File: src/rtl/gpio_irq_pkg.sv
`timescale 1ns/1ps
package gpio_irq_pkg;
  // register slots, selected by the upper address nibble
  localparam int SLOT_DOUT   = 0;
  localparam int SLOT_OE     = 1;
  localparam int SLOT_ROUTE  = 2;
  localparam int SLOT_IEN    = 3;
  localparam int SLOT_LEV    = 4;
  localparam int SLOT_POL    = 5;
  localparam int SLOT_DIN    = 6;
  localparam int SLOT_STATUS = 7;
  localparam int RW_REGS     = 6;   // slots 0..5 are plain writable registers

  // operation codes, lower address nibble
  localparam logic [3:0] OP_LOAD = 4'h0;
  localparam logic [3:0] OP_SET  = 4'h4;
  localparam logic [3:0] OP_CLR  = 4'h8;

  typedef struct packed {
    logic [RW_REGS-1:0] regSel;     // one-hot target among writable registers
    logic               doLoad;
    logic               doSet;
    logic               doClr;
    logic               statusClr;  // clear alias of the pending register
  } ctrlStrobe_t;
endpackage

File: src/rtl/gpio_irq_ctrl.sv
`timescale 1ns/1ps
module gpio_irq_ctrl
  import gpio_irq_pkg::*;
#(
  parameter int WIDTH  = 32,
  parameter int ADDR_W = 8
) (
  input  logic              busWr,
  input  logic [ADDR_W-1:0] busAddr,
  input  logic [WIDTH-1:0]  doutQ,
  input  logic [WIDTH-1:0]  oeQ,
  input  logic [WIDTH-1:0]  routeQ,
  input  logic [WIDTH-1:0]  ienQ,
  input  logic [WIDTH-1:0]  levQ,
  input  logic [WIDTH-1:0]  polQ,
  input  logic [WIDTH-1:0]  dinQ,
  input  logic [WIDTH-1:0]  statusQ,
  output ctrlStrobe_t       strobe,
  output logic [WIDTH-1:0]  busRdata
);
  localparam int SLOT_W = ADDR_W - 4;

  logic [SLOT_W-1:0] slotIdx;
  logic [3:0]        opCode;

  assign slotIdx = busAddr[ADDR_W-1:4];
  assign opCode  = busAddr[3:0];

  always_comb begin
    strobe = '0;
    if (busWr) begin
      strobe.doLoad = (opCode == OP_LOAD);
      strobe.doSet  = (opCode == OP_SET);
      strobe.doClr  = (opCode == OP_CLR);
      for (int i = 0; i < RW_REGS; i++) begin
        strobe.regSel[i] = (slotIdx == SLOT_W'(i));
      end
      strobe.statusClr = (slotIdx == SLOT_W'(SLOT_STATUS)) && (opCode == OP_CLR);
    end
  end

  always_comb begin
    unique case (slotIdx)
      SLOT_W'(SLOT_DOUT):   busRdata = doutQ;
      SLOT_W'(SLOT_OE):     busRdata = oeQ;
      SLOT_W'(SLOT_ROUTE):  busRdata = routeQ;
      SLOT_W'(SLOT_IEN):    busRdata = ienQ;
      SLOT_W'(SLOT_LEV):    busRdata = levQ;
      SLOT_W'(SLOT_POL):    busRdata = polQ;
      SLOT_W'(SLOT_DIN):    busRdata = dinQ;
      SLOT_W'(SLOT_STATUS): busRdata = statusQ;
      default:              busRdata = '0;
    endcase
  end
endmodule

File: src/rtl/gpio_irq_sense.sv
`timescale 1ns/1ps
module gpio_irq_sense #(
  parameter int WIDTH      = 32,
  parameter int SYNC_DEPTH = 2
) (
  input  logic             clk,
  input  logic             rst_n,
  input  logic [WIDTH-1:0] pinIn,
  input  logic [WIDTH-1:0] levelSel,
  input  logic [WIDTH-1:0] polarity,
  output logic [WIDTH-1:0] syncIn,
  output logic [WIDTH-1:0] eventVec
);
  logic [WIDTH-1:0] syncStage [SYNC_DEPTH];
  logic [WIDTH-1:0] prevIn;

  always_ff @(posedge clk or negedge rst_n) begin
    if (!rst_n) begin
      for (int s = 0; s < SYNC_DEPTH; s++) syncStage[s] <= '0;
      prevIn <= '0;
    end else begin
      syncStage[0] <= pinIn;
      for (int s = 1; s < SYNC_DEPTH; s++) syncStage[s] <= syncStage[s-1];
      prevIn <= syncStage[SYNC_DEPTH-1];
    end
  end

  assign syncIn = syncStage[SYNC_DEPTH-1];

  for (genvar gi = 0; gi < WIDTH; gi++) begin : g_pin
    logic levelHit;
    logic edgeHit;
    // active level matches polarity; edge ends at the polarity value
    assign levelHit = ~(syncIn[gi] ^ polarity[gi]);
    assign edgeHit  = (syncIn[gi] ^ prevIn[gi]) & levelHit;
    assign eventVec[gi] = levelSel[gi] ? levelHit : edgeHit;
  end
endmodule

File: src/rtl/gpio_irq_datapath.sv
`timescale 1ns/1ps
module gpio_irq_datapath
  import gpio_irq_pkg::*;
#(
  parameter int WIDTH = 32
) (
  input  logic             clk,
  input  logic             rst_n,
  input  ctrlStrobe_t      strobe,
  input  logic [WIDTH-1:0] busWdata,
  input  logic [WIDTH-1:0] pinIn,
  output logic [WIDTH-1:0] doutQ,
  output logic [WIDTH-1:0] oeQ,
  output logic [WIDTH-1:0] routeQ,
  output logic [WIDTH-1:0] ienQ,
  output logic [WIDTH-1:0] levQ,
  output logic [WIDTH-1:0] polQ,
  output logic [WIDTH-1:0] dinQ,
  output logic [WIDTH-1:0] statusQ,
  output logic             irqOut
);
  logic [WIDTH-1:0] rwQ [RW_REGS];
  logic [WIDTH-1:0] eventVec;
  logic [WIDTH-1:0] clrMask;

  for (genvar gr = 0; gr < RW_REGS; gr++) begin : g_reg
    always_ff @(posedge clk or negedge rst_n) begin
      if (!rst_n) begin
        rwQ[gr] <= '0;
      end else if (strobe.regSel[gr]) begin
        if (strobe.doLoad)     rwQ[gr] <= busWdata;
        else if (strobe.doSet) rwQ[gr] <= rwQ[gr] | busWdata;
        else if (strobe.doClr) rwQ[gr] <= rwQ[gr] & ~busWdata;
      end
    end
  end

  assign doutQ  = rwQ[SLOT_DOUT];
  assign oeQ    = rwQ[SLOT_OE];
  assign routeQ = rwQ[SLOT_ROUTE];
  assign ienQ   = rwQ[SLOT_IEN];
  assign levQ   = rwQ[SLOT_LEV];
  assign polQ   = rwQ[SLOT_POL];

  gpio_irq_sense #(.WIDTH(WIDTH), .SYNC_DEPTH(2)) sense_i (
    .clk      (clk),
    .rst_n    (rst_n),
    .pinIn    (pinIn),
    .levelSel (levQ),
    .polarity (polQ),
    .syncIn   (dinQ),
    .eventVec (eventVec)
  );

  assign clrMask = strobe.statusClr ? busWdata : '0;

  // new events are OR-ed after the clear, so an event wins a collision
  always_ff @(posedge clk or negedge rst_n) begin
    if (!rst_n) statusQ <= '0;
    else        statusQ <= (statusQ & ~clrMask) | (eventVec & routeQ);
  end

  assign irqOut = |(statusQ & ienQ);
endmodule

File: src/rtl/gpio_irq_port.sv
`timescale 1ns/1ps
module gpio_irq_port
  import gpio_irq_pkg::*;
#(
  parameter int WIDTH  = 32,
  parameter int ADDR_W = 8
) (
  input  logic              clk,
  input  logic              rst_n,
  input  logic              busWr,
  input  logic [ADDR_W-1:0] busAddr,
  input  logic [WIDTH-1:0]  busWdata,
  output logic [WIDTH-1:0]  busRdata,
  input  logic [WIDTH-1:0]  pinIn,
  output logic [WIDTH-1:0]  pinOut,
  output logic [WIDTH-1:0]  pinOe,
  output logic              irqOut
);
  ctrlStrobe_t      strobe;
  logic [WIDTH-1:0] doutQ, oeQ, routeQ, ienQ, levQ, polQ, dinQ, statusQ;

  gpio_irq_ctrl #(.WIDTH(WIDTH), .ADDR_W(ADDR_W)) ctrl_i (
    .busWr    (busWr),
    .busAddr  (busAddr),
    .doutQ    (doutQ),
    .oeQ      (oeQ),
    .routeQ   (routeQ),
    .ienQ     (ienQ),
    .levQ     (levQ),
    .polQ     (polQ),
    .dinQ     (dinQ),
    .statusQ  (statusQ),
    .strobe   (strobe),
    .busRdata (busRdata)
  );

  gpio_irq_datapath #(.WIDTH(WIDTH)) dp_i (
    .clk      (clk),
    .rst_n    (rst_n),
    .strobe   (strobe),
    .busWdata (busWdata),
    .pinIn    (pinIn),
    .doutQ    (doutQ),
    .oeQ      (oeQ),
    .routeQ   (routeQ),
    .ienQ     (ienQ),
    .levQ     (levQ),
    .polQ     (polQ),
    .dinQ     (dinQ),
    .statusQ  (statusQ),
    .irqOut   (irqOut)
  );

  assign pinOut = doutQ;
  assign pinOe  = oeQ;
endmodule

File: config.mk
export PLATFORM = sky130hd
export DESIGN_NAME = gpio_irq_port
export DESIGN_NICKNAME = d
export VERILOG_FILES = /design/src/rtl/gpio_irq_pkg.sv /design/src/rtl/gpio_irq_ctrl.sv /design/src/rtl/gpio_irq_sense.sv /design/src/rtl/gpio_irq_datapath.sv /design/src/rtl/gpio_irq_port.sv
export SDC_FILE = /design/constraint.sdc
export NUM_CORES = 1
export LEC_CHECK = 0
export BUFFER_PORTS_ARGS = -buffer_cell sky130_fd_sc_hd__buf_4
export CAP_MARGIN = 20
export CORE_ASPECT_RATIO = 1.1
export CORE_MARGIN = 2
export CORE_UTILIZATION = 40
export CTS_CLUSTER_DIAMETER = 50
export DETAILED_ROUTE_END_ITERATION = 12
export PLACE_DENSITY_LB_ADDON = 0.15
export SYNTH_ARGS = -nofsm -noshare
export SYNTH_HDL_FRONTEND = slang
export SYNTH_SLANG_ARGS = --single-unit
File: constraint.sdc
create_clock -name clk -period 1.7 [get_ports clk]
set_input_delay 0 -clock clk [delete_from_list [all_inputs] [get_ports clk]]
set_output_delay 0 -clock clk [all_outputs]
set_load 0.03 [all_outputs]
Word level (Yosys, flattened, before mapping)
Index checks and enable logic that the tools add are counted.
{"block": "word_totals", "regBits": 320, "input_bits": 75, "out_inout_bits": 97, "wordCells": 229}
{"block": "classes", "eq_ne": 9, "muxes": 53, "bitwise_logic": 146, "reduce_logical": 11}
{"op": "32-bit two-way mux", "n": 19}
{"op": "32-bit bitwise AND", "n": 9}
{"op": "32-bit one-hot mux with 8 select lines", "n": 1}
{"op": "32-bit OR", "n": 7}
{"op": "32-bit inverter", "n": 2}
{"op": "1-bit XOR", "n": 64}
{"op": "1-bit bitwise AND", "n": 32}
{"op": "1-bit two-way mux", "n": 32}
{"op": "1-bit inverter", "n": 32}
{"op": "32-bit OR reduction", "n": 1}
{"op": "4-bit by 3-bit equality test with 1-bit output, second input constant", "n": 5}
{"op": "2-bit AND reduction", "n": 6}
{"op": "10-bit two-way mux", "n": 1}
{"op": "4-bit by 2-bit equality test with 1-bit output, second input constant", "n": 2}
{"op": "4-bit zero test", "n": 2}
{"op": "4-bit by 1-bit equality test with 1-bit output, second input constant", "n": 1}
{"op": "4-bit equality test, second input constant", "n": 1}
{"op": "3-bit nonzero test", "n": 1}
{"op": "1-bit logical AND", "n": 1}

Depth between registers and ports, before layout
{"block": "logic_depth", "ltp_word": 7, "mapped_depth": 8, "mapped_depth_nobuf": 4}

Modules after synthesis
From an unflattened synthesis, not the netlist that was laid out.
{"block": "unflattened", "hier_cells": 1475, "hier_area_um2": 15411.0}
{"module": "gpio_irq_datapath", "instances": 1, "cells_per_inst": 823, "area_per_inst_um2": 9354.0, "seq_area_each_um2": 5605.4}
{"module": "gpio_irq_sense", "instances": 1, "cells_per_inst": 255, "area_per_inst_um2": 3404.5, "seq_area_each_um2": 2402.3}
{"module": "gpio_irq_ctrl", "instances": 1, "cells_per_inst": 397, "area_per_inst_um2": 2652.5, "seq_area_each_um2": 0.0}

Worst setup path before layout
No wires, ideal clock.
{"block": "synth_timing", "path_kind": "input -> output", "startpoint": "input busAddr[4]", "endpoint": "output busRdata[10]", "arrival_ns": 1.774, "required_time_ns": 1.700, "path_slack_ns": -0.074, "cell_stages": 7, "n_path_buf": 4, "path_cell_list": "buf_2 > buf_2 > buf_2 > nor2_1 > clkbuf_1 > a22oi_1 > o21ai_0"}
{"block": "synth_between", "elab_chain_cells": 2, "word_cells_on_any_way": 9, "cone_classes": "eq/ne: 7; mux: 1; reduce/logical: 1"}
{"item": "start: declaration", "line": "gpio_irq_port.sv:11", "text": "input logic [ADDR_W-1:0] busAddr,"}
{"item": "4-bit by 3-bit equality test with 1-bit output, or another cell as far along", "line": "gpio_irq_ctrl.sv:43", "text": "unique case (slotIdx)"}
{"item": "32-bit one-hot mux with 8 select lines (*)", "line": "gpio_irq_ctrl.sv:43"}
{"item": "end: declaration", "line": "gpio_irq_port.sv:13", "text": "output logic [WIDTH-1:0] busRdata,"}
Mark *: on every way between the ends. The rest lies on a longest branch, timed or not.

Final worst setup path
{"block": "layout_timing", "startpoint": "register dp_i.statusQ[20]", "endpoint": "output irqOut"}
{"block": "layout_between", "elab_chain_cells": 2}
{"item": "start: declaration", "line": "gpio_irq_datapath.sv:19", "text": "output logic [WIDTH-1:0] statusQ,"}
{"item": "start signal: assignment", "line": "gpio_irq_datapath.sv:60", "text": "else statusQ <= (statusQ & ~clrMask) | (eventVec & routeQ);"}
{"item": "32-bit bitwise AND", "line": "gpio_irq_datapath.sv:63", "text": "assign irqOut = |(statusQ & ienQ);"}
{"item": "32-bit OR reduction", "line": "gpio_irq_datapath.sv:63"}
{"item": "end: declaration", "line": "gpio_irq_port.sv:17", "text": "output logic irqOut"}
No other way between the ends.

==> results by group <==
Run status
  – Run status: complete, but fails checks
  – Failing checks: negative setup slack

Clock network
  – CTS HTree Levels: 2
  – Worst-path clk slew: around 0.060 ns
  – Root Buffer: clkbuf_16
  – CTS sink count: between 300 and 400
  – Worst-Skew Late Latency: about 0.54 ns
  – Clock Path Buffers: 3
  – CTS buffer count: roughly 40
  – CTS tree: yes

Synth
  – Synth top area share: 55.84%
  – Number of synthesized register bits: 320
  – Ys flop type: dfrtp_1
  – Synthesized net count: around 1,400
  – Async SR Flop Fraction: 100.0%
  – Largest area contributor in the netlist: dfrtp_1
  – Synth Area per Inst: approximately 11 sq um
  – EDFF count, synth: 0
  – Cell variety after synth: 53
  – Syn Inst Count: about 1,400
  – Ys Warns: 0
  – Synth Cell Area: about 14,000 sq um
  – Largest cells by area after synthesis: dfrtp_1, a21oi_1, a22oi_1, nand2_1, o211ai_1
  – Sequential area share after synthesis: around 56%

Setup path
  – Crit path max fanout: 2
  – Worst stage delay on the critical path: 0.59 ns
  – WS Path Type: register to primary output
  – CP max stage cell: or4_4
  – Crit. Startpoint: dp_i.statusQ[20]
  – Worst path required time: 1.70 ns
  – R2R setup slack: about 0.53 ns
  – Data arrival, critical path: 2.23 ns
  – Crit start category: register
  – Crit-path cells: a22oi_2, nand4_1, or4_4, buf_6
  – Crit. End Element: primary output

Global routing
  – Largest net degree at the start of global routing: 90
  – Initial antenna violation count: 1
  – Gr ovfl total: 0
  – Global-route wire length before repair: 75,600 um
  – GR Util All Layers: 26.67%
  – Vias in the first global route: 12,250

Final layout
  – Fill cells: ~3,100
  – Synthesis-to-layout area growth: 34.40%
  – Layout cells sized above 1: between 20 and 30%
  – Storage cell area: roughly 8000 sq um
  – Area of the multi-input gates: 5992 sq um
  – Post-layout nets: between 1,500 and 2,000

Die
  – Core ar.: approximately 35,000 sq um
  – Initial Util: 40.71%
  – Die W: about 180 um
  – Chip height: roughly 200 um
  – Die area: 37,380 sq um
  – Ports: between 150 and 200
  – Number of core rows: 72

Power
  – Power Dens Cells: ~1200 nW/um^2
  – Leakage: approximately 8.5 nW
  – Peak supply drop: 0.7570 mV

Run
  – Max-Cap Viols: 0

Place
  – Dpl ws: -0.1821 ns
  – Port bufs: between 150 and 200
  – GPL Wtd Cong: between 0.8 and 0.9
  – Final HPWL DP: about 33,000 um

Drt
  – Routed Wire Length: between 40,000 and 50,000 um
  – Antenna Nets Post-Route: 0
  – Drt pass-1 iters: 7
  – Vias per cell: ~5.8
  – Detailed-route DRC error count: 0
  – Vias: 12,550
  – Wire per inst: 22.93 um
  – Initial DRC count: 1,298

STA
  – RSZ-0062 raised after global routing: true
  – Setup Skew: between 0.008 and 0.009 ns
  – Period utilization: 131.2%
  – Slew @ Worst Pin: approximately 0.96 ns
  – Worst setup margin: -0.5300 ns
  – Total Neg Setup Slack: -3.145 ns
  – Final number of hold-violating endpoints: 0
  – Max-slew headroom: a little over a third
  – Max Fclk: roughly 0.45 GHz
  – Min Tclk post-route: about 2.2 ns
  – Final max-slew violation count: 0
  – Final setup fails: 29

Hold path
  – Hold Path Class: input pin to asynchronous set/reset pin
[timing repair]
action | CTS | global route
hold endpoints to repair | 576 | 0
gates cloned | 0 | 0
hold buffers | 66 | 0
buffers inserted | 14 | 9
resized for setup | 72 | 12
pin swaps | 25 | 16
endpoints found under the setup margin | 33 | 33
[per-layer routing]
metal,track usage [%],vias up,part of all wire (%)
met5,0,-,0
met4,9.200,0,2.9
met3,3.982,93,7.0
met2,41.51,525,46
met1,38.12,6227,44
li1,-,5704,-
[final cells by class]
class	instances	area share, %
repair buffers	362	17.07
inverters	1	0.01947
well taps	481	3.122
diodes	1	0.01298
clock inverters	19	0.9932
clock buffers	54	6.108
multi-input cells	929	31.09
flip-flops and latches	320	41.59
[path summary, 6_finish.rpt]
check	depth (start not counted)	to
max	4	irqOut
min	3	asynchronous set/reset pin
max reg2reg	5	dp_i.statusQ[7]
min reg2reg	0	dp_i.sense_i.syncIn[21]
max in group asynchronous	3	asynchronous set/reset pin
min in group clk	2	dp_i.sense_i.syncStage[52]
[cell families (layout without fill, tap and decap cells)]
| group | Yosys count | in the layout | share of synthesized area (%) |
|---|---|---|---|
| mux | 27 | 27 | 2.434 |
| other cells | 0 | 1 | 0 |
| flops | 320 | 320 | 55.84 |
| compound gates | 609 | 609 | 27.12 |
| xor+xnor | 2 | 2 | 0.1222 |
| simple gates | 291 | 291 | 10.43 |
| buf+inv | 114 | 436 | 4.057 |
[power by group]
group | leakage (nW) | total (W) | internal, W | switching [W]
Sequential | 4.06 | 0.00992 | 0.00870 | 0.00122
Clock | 0.670 | 0.00869 | 0.00523 | 0.00346
Combinational | 3.79 | 0.00442 | 0.00209 | 0.00233
[layout by cell type (no fill, tap or decap), types with 34 or more instances in the layout]
| cell | synthesis | final |
|---|---|---|
| buf_4 | 18 | 240 |
| a21oi_1 | 267 | 266 |
| nor2_1 | 37 | 37 |
| nand3_1 | 59 | 54 |
| o21ai_0 | 63 | 54 |
| nand2b_1 | 34 | 34 |
| dfrtp_1 | 320 | 313 |
| clkbuf_16 | 0 | 43 |
| o211ai_1 | 53 | 53 |
| a22oi_1 | 71 | 61 |
| dlygate4sd3_1 | 0 | 66 |
| nand2_1 | 116 | 111 |
| a22o_1 | 43 | 43 |
[worst max-delay path: cells and delay by family (launching register included)]
kind                   cells  cell delay (ns)
and+or+nand+nor            2             0.79
buffers and inverters      1             0.16
DFF                        1             0.43
AOI/OAI and AO/OA          1             0.30
[metrics by stage]
step / utilization, % / hold slack, ns / power (W) / cells / cell area (sq um)
floorplan: - / -0.2956 / 0.01192 / 1363 / 14340
global placement: 47.63 / -0.1596 / 0.01388 / 2006 / 16780
detailed placement: 47.63 / -0.1621 / 0.01394 / 2006 / 16780
CTS: 54.39 / 0.08286 / 0.02311 / 2157 / 19160
global route: 54.71 / 0.08761 / 0.02402 / 2166 / 19270
finish: 54.72 / 0.08435 / 0.02303 / 2167 / 19270
[synth_stat cells, drive strengths merged, types with 2 or more instances]
| cell | n |
|---|---|
| nand2b | 34 |
| mux2 | 13 |
| mux4 | 5 |
| nor2b | 5 |
| o211ai | 53 |
| nor3b | 5 |
| nor2 | 37 |
| and3 | 2 |
| and2 | 4 |
| a22o | 43 |
| o21ai | 83 |
| a22oi | 71 |
| o21a | 6 |
| o31ai | 31 |
| or2 | 4 |
| a21oi | 291 |
| a221oi | 5 |
| nor3 | 5 |
| dfrtp | 320 |
| nand2 | 116 |
| clkbuf | 35 |
| nand4 | 6 |
| a222oi | 21 |
| nand3 | 59 |
| buf | 78 |
| nor4b | 5 |
| mux2i | 9 |
Power figures use the tool's default switching activity.
